`config.mk`:
```
export PLATFORM = sky130hd
export DESIGN_NAME = pix_region_tagger
export DESIGN_NICKNAME = d
export VERILOG_FILES = /design/src/rtl/pix_region_pkg.sv /design/src/rtl/pix_h_count.sv /design/src/rtl/pix_v_count.sv /design/src/rtl/pix_color_map.sv /design/src/rtl/pix_region_tagger.sv
export SDC_FILE = /design/constraint.sdc
export NUM_CORES = 1
export LEC_CHECK = 0
export ABC_AREA = 0
export BUFFER_PORTS_ARGS = -buffer_cell sky130_fd_sc_hd__buf_2
export CORE_MARGIN = 2
export CORE_UTILIZATION = 25
export DETAILED_ROUTE_END_ITERATION = 16
export SLEW_MARGIN = 10
export SYNTH_ARGS = -nofsm -noshare
export SYNTH_HDL_FRONTEND = slang
export SYNTH_HIERARCHICAL = 1
export SYNTH_SLANG_ARGS = --single-unit
export TNS_END_PERCENT = 30
```
`constraint.sdc`:
```
create_clock -name clk_i -period 1.8 [get_ports clk_i]
set_input_delay 0.18 -clock clk_i [delete_from_list [all_inputs] [get_ports clk_i]]
set_output_delay 0.18 -clock clk_i [all_outputs]
set_load 0.05 [all_outputs]
```
`src/rtl/pix_region_pkg.sv`:
```
package pix_region_pkg;
  typedef enum logic [2:0] {
    HR_PRE  = 3'd0,
    HR_OBL  = 3'd1,
    HR_ACT  = 3'd2,
    HR_OBT  = 3'd3,
    HR_IDLE = 3'd4
  } h_region_e;

  localparam logic [1:0] COL_NONE = 2'd0;
  localparam logic [1:0] COL_R    = 2'd1;
  localparam logic [1:0] COL_G    = 2'd2;
  localparam logic [1:0] COL_B    = 2'd3;

  localparam logic [1:0] MODE_FIELD = 2'd0;
  localparam logic [1:0] MODE_ODD   = 2'd1;
  localparam logic [1:0] MODE_EVEN  = 2'd2;
endpackage

```
`src/rtl/pix_h_count.sv`:
```
module pix_h_count
  import pix_region_pkg::*;
#(
  parameter int unsigned H_PRE = 22,
  parameter int unsigned H_OBL = 3,
  parameter int unsigned H_ACT = 1174,
  parameter int unsigned H_OBT = 40,
  parameter int unsigned ACW   = 11
) (
  input  logic           clk_i,
  input  logic           rst_ni,
  input  logic           pix_en_i,
  input  logic           line_start_i,
  output h_region_e      region_o,
  output logic [ACW-1:0] col_o
);
  localparam int unsigned TOT = H_PRE + H_OBL + H_ACT + H_OBT;
  localparam int unsigned CW  = $clog2(TOT + 1);
  localparam int unsigned E0  = H_PRE;
  localparam int unsigned E1  = E0 + H_OBL;
  localparam int unsigned E2  = E1 + H_ACT;
  localparam int unsigned E3  = E2 + H_OBT;

  logic [CW-1:0] cnt_q, cnt_d;
  logic [CW-1:0] off;

  always_comb begin
    cnt_d = cnt_q;
    if (line_start_i)                          cnt_d = '0;
    else if (pix_en_i && cnt_q != CW'(TOT))    cnt_d = cnt_q + 1'b1;
  end

  always_ff @(posedge clk_i or negedge rst_ni) begin
    if (!rst_ni) cnt_q <= '0;
    else         cnt_q <= cnt_d;
  end

  always_comb begin
    if      (cnt_q < CW'(E0)) region_o = HR_PRE;
    else if (cnt_q < CW'(E1)) region_o = HR_OBL;
    else if (cnt_q < CW'(E2)) region_o = HR_ACT;
    else if (cnt_q < CW'(E3)) region_o = HR_OBT;
    else                      region_o = HR_IDLE;
  end

  assign off   = cnt_q - CW'(E1);
  assign col_o = ACW'(off);
endmodule

```
`src/rtl/pix_v_count.sv`:
```
module pix_v_count
  import pix_region_pkg::*;
#(
  parameter int unsigned V_OBL = 4,
  parameter int unsigned V_ACT = 442,
  parameter int unsigned V_OBT = 1,
  parameter int unsigned RW    = 9
) (
  input  logic          clk_i,
  input  logic          rst_ni,
  input  logic          line_start_i,
  input  logic          field_start_i,
  input  logic [1:0]    mode_i,
  output logic          v_ob_o,
  output logic          v_act_o,
  output logic [RW-1:0] row_o,
  output logic          rg_line_o
);
  localparam int unsigned TOT = V_OBL + V_ACT + V_OBT;
  localparam int unsigned LW  = $clog2(TOT + 2);
  localparam int unsigned A0  = V_OBL + 1;
  localparam int unsigned A1  = A0 + V_ACT;
  localparam int unsigned T1  = A1 + V_OBT;

  logic [LW-1:0] line_q, line_d;
  logic [1:0]    mode_q;
  logic [LW-1:0] off;

  always_comb begin
    line_d = line_q;
    if (field_start_i)                            line_d = line_start_i ? LW'(1) : '0;
    else if (line_start_i && line_q != LW'(T1))   line_d = line_q + 1'b1;
  end

  always_ff @(posedge clk_i or negedge rst_ni) begin
    if (!rst_ni) begin
      line_q <= '0;
      mode_q <= MODE_FIELD;
    end else begin
      line_q <= line_d;
      if (field_start_i) mode_q <= (mode_i == 2'd3) ? MODE_FIELD : mode_i;
    end
  end

  assign v_act_o = (line_q >= LW'(A0)) && (line_q < LW'(A1));
  assign v_ob_o  = ((line_q != '0) && (line_q < LW'(A0))) ||
                   ((line_q >= LW'(A1)) && (line_q < LW'(T1)));
  assign off     = line_q - LW'(A0);
  assign row_o   = RW'(off);

  always_comb begin
    unique case (mode_q)
      MODE_ODD:  rg_line_o = 1'b1;
      MODE_EVEN: rg_line_o = 1'b0;
      default:   rg_line_o = row_o[0];
    endcase
  end
endmodule

```
`src/rtl/pix_color_map.sv`:
```
module pix_color_map
  import pix_region_pkg::*;
(
  input  logic       vld_i,
  input  logic       rg_line_i,
  input  logic       col_odd_i,
  output logic [1:0] color_o
);
  always_comb begin
    if (!vld_i)         color_o = COL_NONE;
    else if (rg_line_i) color_o = col_odd_i ? COL_G : COL_R;
    else                color_o = col_odd_i ? COL_B : COL_G;
  end
endmodule

```
`src/rtl/pix_region_tagger.sv`:
```
module pix_region_tagger
  import pix_region_pkg::*;
#(
  parameter int unsigned H_PRE = 22,
  parameter int unsigned H_OBL = 3,
  parameter int unsigned H_ACT = 1174,
  parameter int unsigned H_OBT = 40,
  parameter int unsigned V_OBL = 4,
  parameter int unsigned V_ACT = 442,
  parameter int unsigned V_OBT = 1,
  localparam int unsigned ACW  = (H_ACT > 1) ? $clog2(H_ACT) : 1,
  localparam int unsigned RW   = (V_ACT > 1) ? $clog2(V_ACT) : 1
) (
  input  logic           clk_i,
  input  logic           rst_ni,
  input  logic           pix_en_i,
  input  logic           line_start_i,
  input  logic           field_start_i,
  input  logic [1:0]     mode_i,
  output logic [2:0]     region_o,
  output logic           v_ob_o,
  output logic           v_act_o,
  output logic           pix_vld_o,
  output logic [ACW-1:0] col_o,
  output logic [RW-1:0]  row_o,
  output logic [1:0]     color_o
);
  h_region_e      h_reg;
  logic [ACW-1:0] h_col;
  logic [RW-1:0]  v_row;
  logic           rg_line;

  pix_h_count #(
    .H_PRE(H_PRE), .H_OBL(H_OBL), .H_ACT(H_ACT), .H_OBT(H_OBT), .ACW(ACW)
  ) h_cnt_i (
    .clk_i, .rst_ni, .pix_en_i, .line_start_i,
    .region_o(h_reg), .col_o(h_col)
  );

  pix_v_count #(
    .V_OBL(V_OBL), .V_ACT(V_ACT), .V_OBT(V_OBT), .RW(RW)
  ) v_cnt_i (
    .clk_i, .rst_ni, .line_start_i, .field_start_i, .mode_i,
    .v_ob_o, .v_act_o, .row_o(v_row), .rg_line_o(rg_line)
  );

  assign pix_vld_o = pix_en_i && (h_reg == HR_ACT) && v_act_o;
  assign region_o  = h_reg;
  assign col_o     = pix_vld_o ? h_col : '0;
  assign row_o     = pix_vld_o ? v_row : '0;

  pix_color_map color_i (
    .vld_i(pix_vld_o), .rg_line_i(rg_line), .col_odd_i(h_col[0]), .color_o
  );
endmodule

```
**Yosys cells after proc, flatten, opt, wreduce, memory -nomap -nowiden**

Index checks and enable logic that the tools add are counted.

- Shift-type cells: 0
- $lt $le $gt $ge: 9
- Mux-type cells: 17
- Multipliers: 0
- Reductions and logical operators: 11
- $add $sub $neg: 4
- Divide/modulo/power cells: 0
- Bitwise gates (word level): 0
- Equal/unequal tests: 6

Operators by type and width:

| kind | count |
|---|---|
| 11-bit two-way mux | 3 |
| 9-bit two-way mux | 3 |
| 11-bit < comparator (second input constant) | 2 |
| 11-bit by 5-bit < comparator with 1-bit output (second input constant) | 2 |
| 9-bit < comparator (second input constant) | 2 |
| 3-bit two-way mux | 4 |
| 11-bit by 1-bit adder with 11-bit output (second input constant) | 1 |
| 11-bit != test (second input constant) | 1 |
| 11-bit by 5-bit subtractor with 11-bit output (second input constant) | 1 |
| 9-bit by 1-bit adder with 9-bit output (second input constant) | 1 |
| 9-bit by 3-bit greater-or-equal comparator with 1-bit output (second input constant) | 1 |
| 9-bit greater-or-equal comparator (second input constant) | 1 |
| 9-bit by 3-bit < comparator with 1-bit output (second input constant) | 1 |
| 9-bit != test (second input constant) | 1 |
| 9-bit nonzero test | 1 |
| 9-bit by 3-bit subtractor with 9-bit output (second input constant) | 1 |
| 2-bit two-way mux | 4 |
| 1-bit logical AND | 7 |
| 2-bit == test (second input constant) | 2 |
| 2-bit nonzero test | 2 |
| 3-bit by 2-bit == test with 1-bit output (second input constant) | 1 |
| 2-bit by 1-bit == test with 1-bit output (second input constant) | 1 |
| 1-bit two-way mux | 2 |
| 1-bit one-hot mux with 2 select lines | 1 |
| 1-bit logical OR | 1 |

- Bits in registers: 22
- Memories: 0
- Output and inout port bits: 28
- ROM bits: 0
- Logic and storage cells: 50
- Bits in latches: 0
- Bits of input ports: 7
- Bits in writable memories: 0

**Logic depth before layout (Yosys ltp)**

Gate-level depths: netlist of the first run.

- Depth after elaboration: 9
- Mapped depth: 9
- Gate-level depth less buffers: 7

**Hierarchy**

Netlist of the first run, hierarchy kept.

Modules (own cells, without submodules):

| module | instances | cells an instance | sequential area each (sq um) | area an instance (sq um) |
|---|---|---|---|---|
| pix_h_count | 1 | 107 | 275.3 | 870.8 |
| pix_v_count | 1 | 94 | 275.3 | 865.8 |
| pix_region_tagger | 1 | 26 | 0.0 | 305.3 |
| pix_color_map | 1 | 4 | 0.0 | 43.8 |

**Worst setup path before layout of the first run**

OpenSTA, ideal clock, no wires.

- Kind: flip-flop to output port
- Start: register h_cnt_i.cnt_q[1]
- End: output color_o[0]
- Buffers on the path: 2
- Path slack: -1908 ps
- Stages on the path, launching flop included: 10
- Required time: 1620 ps
- Data arrival time: 3528 ps
- Cell sequence: dfrtp_1 clkbuf_1 a31o_2 a21oi_1 o21ai_0 a21oi_1 nand4b_4 buf_6 nor2_1 nor2b_4

- Word-level cells in the longest chain between the ends: 9
- Elaborated cells between the ends (all ways): 12
- Classes of those cells: order compare: 4; eq/ne: 1; mux: 5; reduce/logical: 2

RTL lines:

| item | RTL line | source |
|---|---|---|
| start: declaration | pix_h_count.sv:24 | `logic [CW-1:0] cnt_q, cnt_d;` |
| start signal: assignment | pix_h_count.sv:35 | `else cnt_q <= cnt_d;` |
| 11-bit < comparator | pix_h_count.sv:42 | `else if (cnt_q < CW'(E3)) region_o = HR_OBT;` |
| 3-bit two-way mux | pix_h_count.sv:42 |  |
| 3-bit two-way mux | pix_h_count.sv:41 | `else if (cnt_q < CW'(E2)) region_o = HR_ACT;` |
| 3-bit two-way mux | pix_h_count.sv:40 | `else if (cnt_q < CW'(E1)) region_o = HR_OBL;` |
| 3-bit two-way mux (*) | pix_h_count.sv:39 | `if (cnt_q < CW'(E0)) region_o = HR_PRE;` |
| named net region_o[1] | pix_region_tagger.sv:20 | `output logic [2:0] region_o,` |
| 3-bit by 2-bit == test with 1-bit output (*) | pix_region_tagger.sv:47 | `assign pix_vld_o = pix_en_i && (h_reg == HR_ACT) && v_act_o;` |
| 1-bit logical AND (*) (2 in series) | pix_region_tagger.sv:47 |  |
| named net pix_vld_o | pix_region_tagger.sv:23 | `output logic pix_vld_o,` |
| 2-bit two-way mux (*) | pix_color_map.sv:10 | `if (!vld_i) color_o = COL_NONE;` |
| end: declaration | pix_region_tagger.sv:26 | `output logic [1:0] color_o` |

Mark *: on every way through the listed nets, which the timed path passes. The rest lies on a longest branch.

**Worst setup path in the final report of the first run**

- Start: register h_cnt_i.cnt_q[2]
- End: output color_o[1]

- Word-level cells in the longest chain between the ends: 9
- Elaborated cells between the ends (all ways): 12
- Classes of those cells: order compare: 4; eq/ne: 1; mux: 5; reduce/logical: 2

RTL lines:

| item | RTL line |
|---|---|
| 11-bit < comparator | pix_h_count.sv:42 |
| 3-bit two-way mux | pix_h_count.sv:42 |
| 3-bit two-way mux | pix_h_count.sv:41 |
| 3-bit two-way mux | pix_h_count.sv:40 |
| 3-bit two-way mux (*) | pix_h_count.sv:39 |
| 3-bit by 2-bit == test with 1-bit output (*) | pix_region_tagger.sv:47 |
| 1-bit logical AND (*) (2 in series) | pix_region_tagger.sv:47 |
| 2-bit two-way mux (*) | pix_color_map.sv:10 |

Mark *: on every way between the ends. The rest lies on a longest branch, timed or not.

==> results of run 1 <==
cell families after synthesis:
logic type | Yosys count | synth area share
AO/OA/AOI/OAI | 34 | 0.105
buffers and inverters | 31 | 0.0828
multiplexers | 4 | 0.0198
AND/OR/NAND/NOR | 108 | 0.382
flip-flops | 22 | 0.264
XOR/XNOR | 25 | 0.105
adder cells (fa/ha/maj) | 7 | 0.0420
cell usage in the layout, fill, tap and decap left out, types with 4 or more instances in the layout:
master   Yosys  layout
xnor2_1     17      17
nor2b_1      4       4
nand3_1      6       6
buf_4        0      58
nor2_1      20      16
nor3_1       9       6
ha_1         7       6
o21ai_0      9       7
nor3b_2     19      11
nand4_1      8       8
buf_6        7      31
a21oi_1     14      12
or3_1        6       6
dfrtp_1     22      15
dfrtp_2      0       7
buf_2        3       6
inv_1       13      13
xor2_1       8       8
nand2_1     11      10
nor3b_4      0       9
stage by stage:
stage / total power, mW / cells / TNS, ns
after CTS: 1.34 / 419 / -14.20
after global placement: 0.833 / 414 / -7.50
after floorplan: 0.717 / 231 / -16.16
after global routing: 1.41 / 420 / -16.05
final: 1.33 / 420 / -12.94
after detailed placement: 0.836 / 414 / -8.05
power by group:
group          leakage (nW)  internal, mW  switching [mW]
registers             0.290         0.510          0.0195
clock network        0.0357         0.298           0.178
logic                  1.08         0.159           0.169
worst reg2reg max path: cells and delay by family (launching register included):
kind            cells  cell delay, ns
simple gates        2            0.43
mux                 1            0.23
buf+inv             1            0.15
flops               1            0.47
compound gates      1            0.45
worst paths after layout:
kind	start	endpoint	slack, ns
setup reg to reg	h_cnt_i/cnt_q[5]$_DFFE_PN0P_	h_cnt_i/cnt_q[1]$_DFFE_PN0P_	-0.02
hold reg to reg	v_cnt_i/mode_q[0]$_DFFE_PN0P_	v_cnt_i/mode_q[0]$_DFFE_PN0P_	0.54
max in group asynchronous	rst_ni	v_cnt_i/line_q[0]$_DFFE_PN0P_	1.00
min in group asynchronous	rst_ni	v_cnt_i/line_q[8]$_DFFE_PN0P_	0.41
setup / recovery	h_cnt_i/cnt_q[2]$_DFFE_PN0P_	color_o[1]	-0.59
hold / removal	mode_i[1]	v_cnt_i/mode_q[0]$_DFFE_PN0P_	0.09
registers in the layout (all words and copies together), names as in the netlist:
name	flops
h_cnt_i/cnt_q	11
v_cnt_i/line_q	9
v_cnt_i/mode_q	2
layout make-up:
type | count | area, um2 | share of cell area
Clock inverter | 1 | 30.0 | 0.00935
Clock buffer | 3 | 41.3 | 0.0129
Timing Repair Buffer | 98 | 865 | 0.269
Multi-Input combinational cell | 178 | 1540 | 0.478
Inverter | 13 | 48.8 | 0.0152
Sequential cell | 22 | 559 | 0.174
Tap cell | 105 | 131 | 0.0409
per-layer routing:
layer,share of wire,track usage,vias to the layer above
met5,0,0,-
met4,0.014,0.0435,0
met3,0.023,0.00949,5
met2,0.47,0.205,31
met1,0.49,0.186,933
li1,-,-,978
repair_timing:
| item | 4_1_cts | 5_1_grt |
|---|---|---|
| endpoints found under the hold margin | 22 | 0 |
| gates cloned | 0 | 0 |
| setup buffers | 0 | 1 |
| resized for setup | 68 | 21 |
| hold buffers | 1 | 0 |
| endpoints found under the setup margin | 31 | 34 |
| pin swaps | 1 | 3 |
==> impl_metrics.yaml, run 1 <==
run_status:
  status: "finished with violations"
  violations: "negative setup slack"
worst_setup_path:
  startpoint_type: "flop"
  cp.depth: 9
  cp_max_fo: 5
  required_ns: 1.62
  critPathArrivalTime_ns: 2.21
  cp-end-kind: "output port"
  critPathKind: "reg -> out"
  crit_family: "simple AND/OR/NAND/NOR gates"
  critPathMaxStageDelay_ns: 0.44
  cp_slowest_cell: "dfrtp_1"
  ff2ff_path_depth: 5
  path_cells: "a31o_4, and3_1, nor3_1, o32a_4, nand4b_4, buf_4, nor2_4, nor2b_4, buf_6"
  crit_buf_inv: 2
synth:
  synth_edf_count: 0
  yosysMostFrequentCell: "dfrtp_1"
  synth_area_um2: 2090
  ys_seq_area_frac: 0.264
  synth-seq-cells: 22
  synthTopCellsByCount: "dfrtp_1, nor2_1, nor3b_2"
  ys_types: 49
  ys_warn_count: 6
  synthTopCellsByArea: "dfrtp_1, nor3b_2, xnor2_1"
  synth_top_area_cell: "dfrtp_1"
  ys.flop_type: "dfrtp_1"
  postSynthAreaPerCell_um2: 9.03
  ys_async_sr_fraction: 1.00
  synth_top_cell_area_share: 0.264
  syn_nets: 245
  synth_cells: 231
timing:
  finalHoldViolCount: 0
  whs_ns: 0.0901
  finalCritPeriodShare: 1.33
  maxSlewHeadroom: 0.649
  rsz0062_at_grt: "yes"
  setup_viol: 28
  slew_viol_final: 0
  final.setup.worst_slack_ns: -0.587
  finClkSkew_ns: 0.00643
  max_freq_mhz: 419
  worst_pin_slew_ns: 0.527
  post-route-min-period_ns: 2.39
worst_hold_path:
  hold_depth: 2
  min_path_type: "in -> reg"
drt:
  viasPerCell: 4.64
  wl_per_cell_um: 13.4
  first_pass_iters: 4
  ant_nets: 0
  routed_wl_um: 5620
  drtIter0Drc: 106
  num_vias: 1947
  post-route-drc-count: 0
cts:
  clkTransAtPathRegs_ns: 0.09
  htreeDepth: 1
  clockBufferDepth: 2
  cts.sinks: 22
  clockRootBuffer: "clkbuf_8"
  cts_buffers: 3
  clock_latency_ns: 0.27
  cts_tree: "yes"
cells_and_area:
  utilization: 0.395
  n_antenna_cell: 0
  area_growth_pct: 53.9
  n_fill_cell: 767
  final_area_um2: 3210
  layout-drive-gt1-share: 0.505
  nets: 330
pwr:
  ir_worst_vdd_v: 0.000210
  p_leak_nw: 1.40
  power.density_nw_per_um2: 415
placement:
  port_buffers: 34
  hpwl_um: 4420
  placed_cell_area_um2: 2830
  dp_slack_ns: -0.405
  place_congestion: 0.881
floorplan:
  ios: 35
  start_util: 0.256
  fp.dieH_um: 95.3
  core-area_um2: 8130
  num_rows: 33
  dieArea_um2: 9090
  die-width_um: 95.3
global_route:
  grt.total_usage: 0.130
  grt_pass1_wl_um: 9140
  grt_max_degree: 23
  grt_antenna_before_repair: 0
  grt_pass1_vias: 1889
  grt-ovfl-total: 0
run:
  maxCapViolations: 0
No activity file was read; power rests on OpenSTA's default activity.
==> run 2, diff against run 1 <==
--- a/config.mk
+++ b/config.mk
@@ -13,6 +13,5 @@
 export SLEW_MARGIN = 10
 export SYNTH_ARGS = -nofsm -noshare
 export SYNTH_HDL_FRONTEND = slang
-export SYNTH_HIERARCHICAL = 1
 export SYNTH_SLANG_ARGS = --single-unit
 export TNS_END_PERCENT = 30
==> run 2 against run 1 <==
Against the previous run:
- cell count grew 2.4%
- the flow still finishes with violations (negative setup slack)
- global-route usage decreased by 0.18 points
- count of clock-buffer cells in the layout up 1
- total power fell by 4.5%
- critical path type unchanged
- core utilization increased by 3.8 points
- die area decreased by 2.6%
- wire length is 0.46% lower
- fmax rose by 11%
- area after synthesis fell by 2.8%
- highest routed layer unchanged
- critical endpoint is now col_o[4]
- setup slack gained 0.24 ns
- clock power is 26% lower
==> impl_metrics.yaml, run 2 <==
cells_and_area:
  final_area_um2: 3380
  layout_common_cells: "buf_4, buf_6, nor3_4, nor2_1, dfrtp_1"
  top_regs: "h_cnt_i.cnt_q: 11 flops, v_cnt_i.line_q: 9 flops, v_cnt_i.mode_q: 2 flops"
  regArea_um2: 561
  largest_reg_flops: 11
  utilization: 0.433
  final_common_cell: "buf_4"
  layout-drive-gt1-share: 0.537
  multi_input_area_um2: 1580
  n_fill_cell: 754
  n_antenna_cell: 0
  nets: 344
  top_register: "h_cnt_i.cnt_q"
  area_growth_pct: 66.6
drt:
  drtIter0Drc: 101
  num_vias: 2011
  wl_per_cell_um: 13.0
  post-route-drc-count: 0
  ant_nets: 0
  routed_wl_um: 5590
  first_pass_iters: 4
  viasPerCell: 4.68
floorplan:
  core-area_um2: 7810
  num_rows: 32
  die-width_um: 94.1
  dieArea_um2: 8850
  ios: 35
  start_util: 0.260
  fp.dieH_um: 94.1
timing:
  final.setup.worst_slack_ns: -0.345
  post-route-min-period_ns: 2.15
  worst_pin_slew_ns: 0.516
  slew_viol_final: 0
  tns_ns: -8.35
  maxSlewHeadroom: 0.656
  finalCritPeriodShare: 1.19
  whs_ns: 0.102
  rsz0062_at_grt: "yes"
  finClkSkew_ns: 0.00213
  finalHoldViolCount: 0
  setup_viol: 32
  max_freq_mhz: 466
worst_hold_path:
  min_path_type: "in -> reg"
synth:
  synth_cells: 235
  synth_edf_count: 0
  ys.flop_type: "dfrtp_1"
  synthTopCellsByArea: "dfrtp_1, nor3_2, xnor2_1"
  yosysMostFrequentCell: "dfrtp_1"
  synth_top_area_cell: "dfrtp_1"
  ys_warn_count: 0
  synth-seq-cells: 22
  synth_top_cell_area_share: 0.271
  synth_area_um2: 2030
  synthTopCellsByCount: "dfrtp_1, nor2_1, nor3_2"
  syn_nets: 250
  ys_async_sr_fraction: 1.00
  ys_seq_area_frac: 0.271
  postSynthAreaPerCell_um2: 8.63
  ys_types: 50
placement:
  port_buffers: 34
  dp_slack_ns: -0.133
  hpwl_um: 4190
  placed_cell_area_um2: 2940
  place_congestion: 0.824
run:
  maxCapViolations: 0
global_route:
  grt.total_usage: 0.128
  grt-ovfl-total: 0
  grt_pass1_vias: 2016
  grt_antenna_before_repair: 0
  grt_max_degree: 23
  grt_pass1_wl_um: 9240
run_status:
  status: "finished with violations"
  violations: "negative setup slack"
worst_setup_path:
  critPathKind: "reg -> out"
  cp_slowest_cell: "dfrtp_1"
  cp-end-kind: "output port"
  critPathMaxStageDelay_ns: 0.41
  path_cells: "and3_4, nand4_1, o311ai_4, buf_6, clkbuf_16, nor3_4, buf_6"
  cp_max_fo: 6
  critPathArrivalTime_ns: 1.97
  startpoint_type: "flop"
  required_ns: 1.62
  timing.critical_path.mode_cell: "buf_6"
cts:
  htreeDepth: 1
  clockRootBuffer: "clkbuf_8"
  cts_tree: "yes"
  clock_latency_ns: 0.26
  cts.sinks: 22
  clockBufferDepth: 2
  clkTransAtPathRegs_ns: 0.08
  cts_buffers: 3
pwr:
  ir_worst_vdd_v: 0.000225
  net-switching-power_mw: 0.396
  internal_power_mw: 0.878
  share_comb_of_total_power: 0.304
  p_leak_nw: 1.41
  pwr-share-seq: 0.418
  power.density_nw_per_um2: 377
  p_sw_frac: 0.311
  power_frac_clock: 0.278
[run 2: cell count changes in the layout (fill, tap and decap cells not counted), moves of 4 or more]
cell     change
nor3b_4      -9
nor3_4      +21
nor3b_2     -11
inv_1        -5
buf_4        +6
buf_6        +7
nor2_1       +4
xnor2_1      -4
[run 2: through the flow]
stage          instances  power (mW)
6_report             430        1.27
5_1_grt              430        1.35
4_1_cts              421        1.26
3_5_place_dp         416       0.885
3_3_place_gp         416       0.882
2_1_floorplan        235       0.765
[run 2: cell families after synthesis]
kind of cell               share of synthesized area
AOI/OAI and AO/OA                              0.153
xor gates and xnor gates                      0.0993
adders and majority gates                     0.0494
buffers and inverters                         0.0870
DFF                                            0.271
muxes                                         0.0154
and+or+nand+nor                                0.324
[run 2: worst paths after layout]
kind	from	endpoint	slack, ns	depth (start not counted)
worst max register to register	h_cnt_i.cnt_q[1]$_DFFE_PN0P_	h_cnt_i.cnt_q[5]$_DFFE_PN0P_	-0.08	8
worst min register to register	v_cnt_i.mode_q[0]$_DFFE_PN0P_	v_cnt_i.mode_q[0]$_DFFE_PN0P_	0.54	2
worst max-delay path	v_cnt_i.line_q[5]$_DFFE_PN0P_	col_o[4]	-0.35	7
worst min-delay path	mode_i[1]	v_cnt_i.mode_q[0]$_DFFE_PN0P_	0.10	2
max in group asynchronous	rst_ni	h_cnt_i.cnt_q[4]$_DFFE_PN0P_	1.01	2
min in group asynchronous	rst_ni	v_cnt_i.mode_q[1]$_DFFE_PN0P_	0.42	2
[run 2: final cells by class]
| cell class | instances | area share |
|---|---|---|
| multi-input cells | 179 | 0.467 |
| well taps | 102 | 0.0378 |
| flip-flops and latches | 22 | 0.166 |
| inverters | 10 | 0.0111 |
| repair buffers | 113 | 0.301 |
| clock buffers | 4 | 0.0163 |
[run 2: routing by layer]
metal  share of wire  vias to the layer above  GRT usage  wire [um]
met4           0.011                        0     0.0495         59
li1                -                     1017          -          -
met2            0.50                       33      0.207       2810
met3           0.023                        4     0.0128        127
met1            0.46                      957      0.175       2600
met5               0                        -          0          0
[run 2: repair_timing]
item	in CTS	in global routing
setup endpoints to repair	29	37
setup buffers	0	8
endpoints found under the hold margin	22	0
cloned	0	1
hold buffers	1	0
pin swaps	5	5
resized for setup	31	62
[run 2: critical path: cells and delay by family (launching register included)]
| family | cells | cell delay (ns) |
|---|---|---|
| AOI/OAI and AO/OA | 1 | 0.34 |
| DFF | 1 | 0.41 |
| and+or+nand+nor | 3 | 0.44 |
| buffers and inverters | 3 | 0.52 |
[run 2: power by group through the flow]
stage	Sequential, mW	Clock (mW)	Combinational [mW]
3_5_place_dp	0.542	0	0.343
6_report	0.532	0.354	0.388
3_3_place_gp	0.541	0	0.341
2_1_floorplan	0.539	0	0.226
4_1_cts	0.533	0.371	0.353
5_1_grt	0.536	0.394	0.425
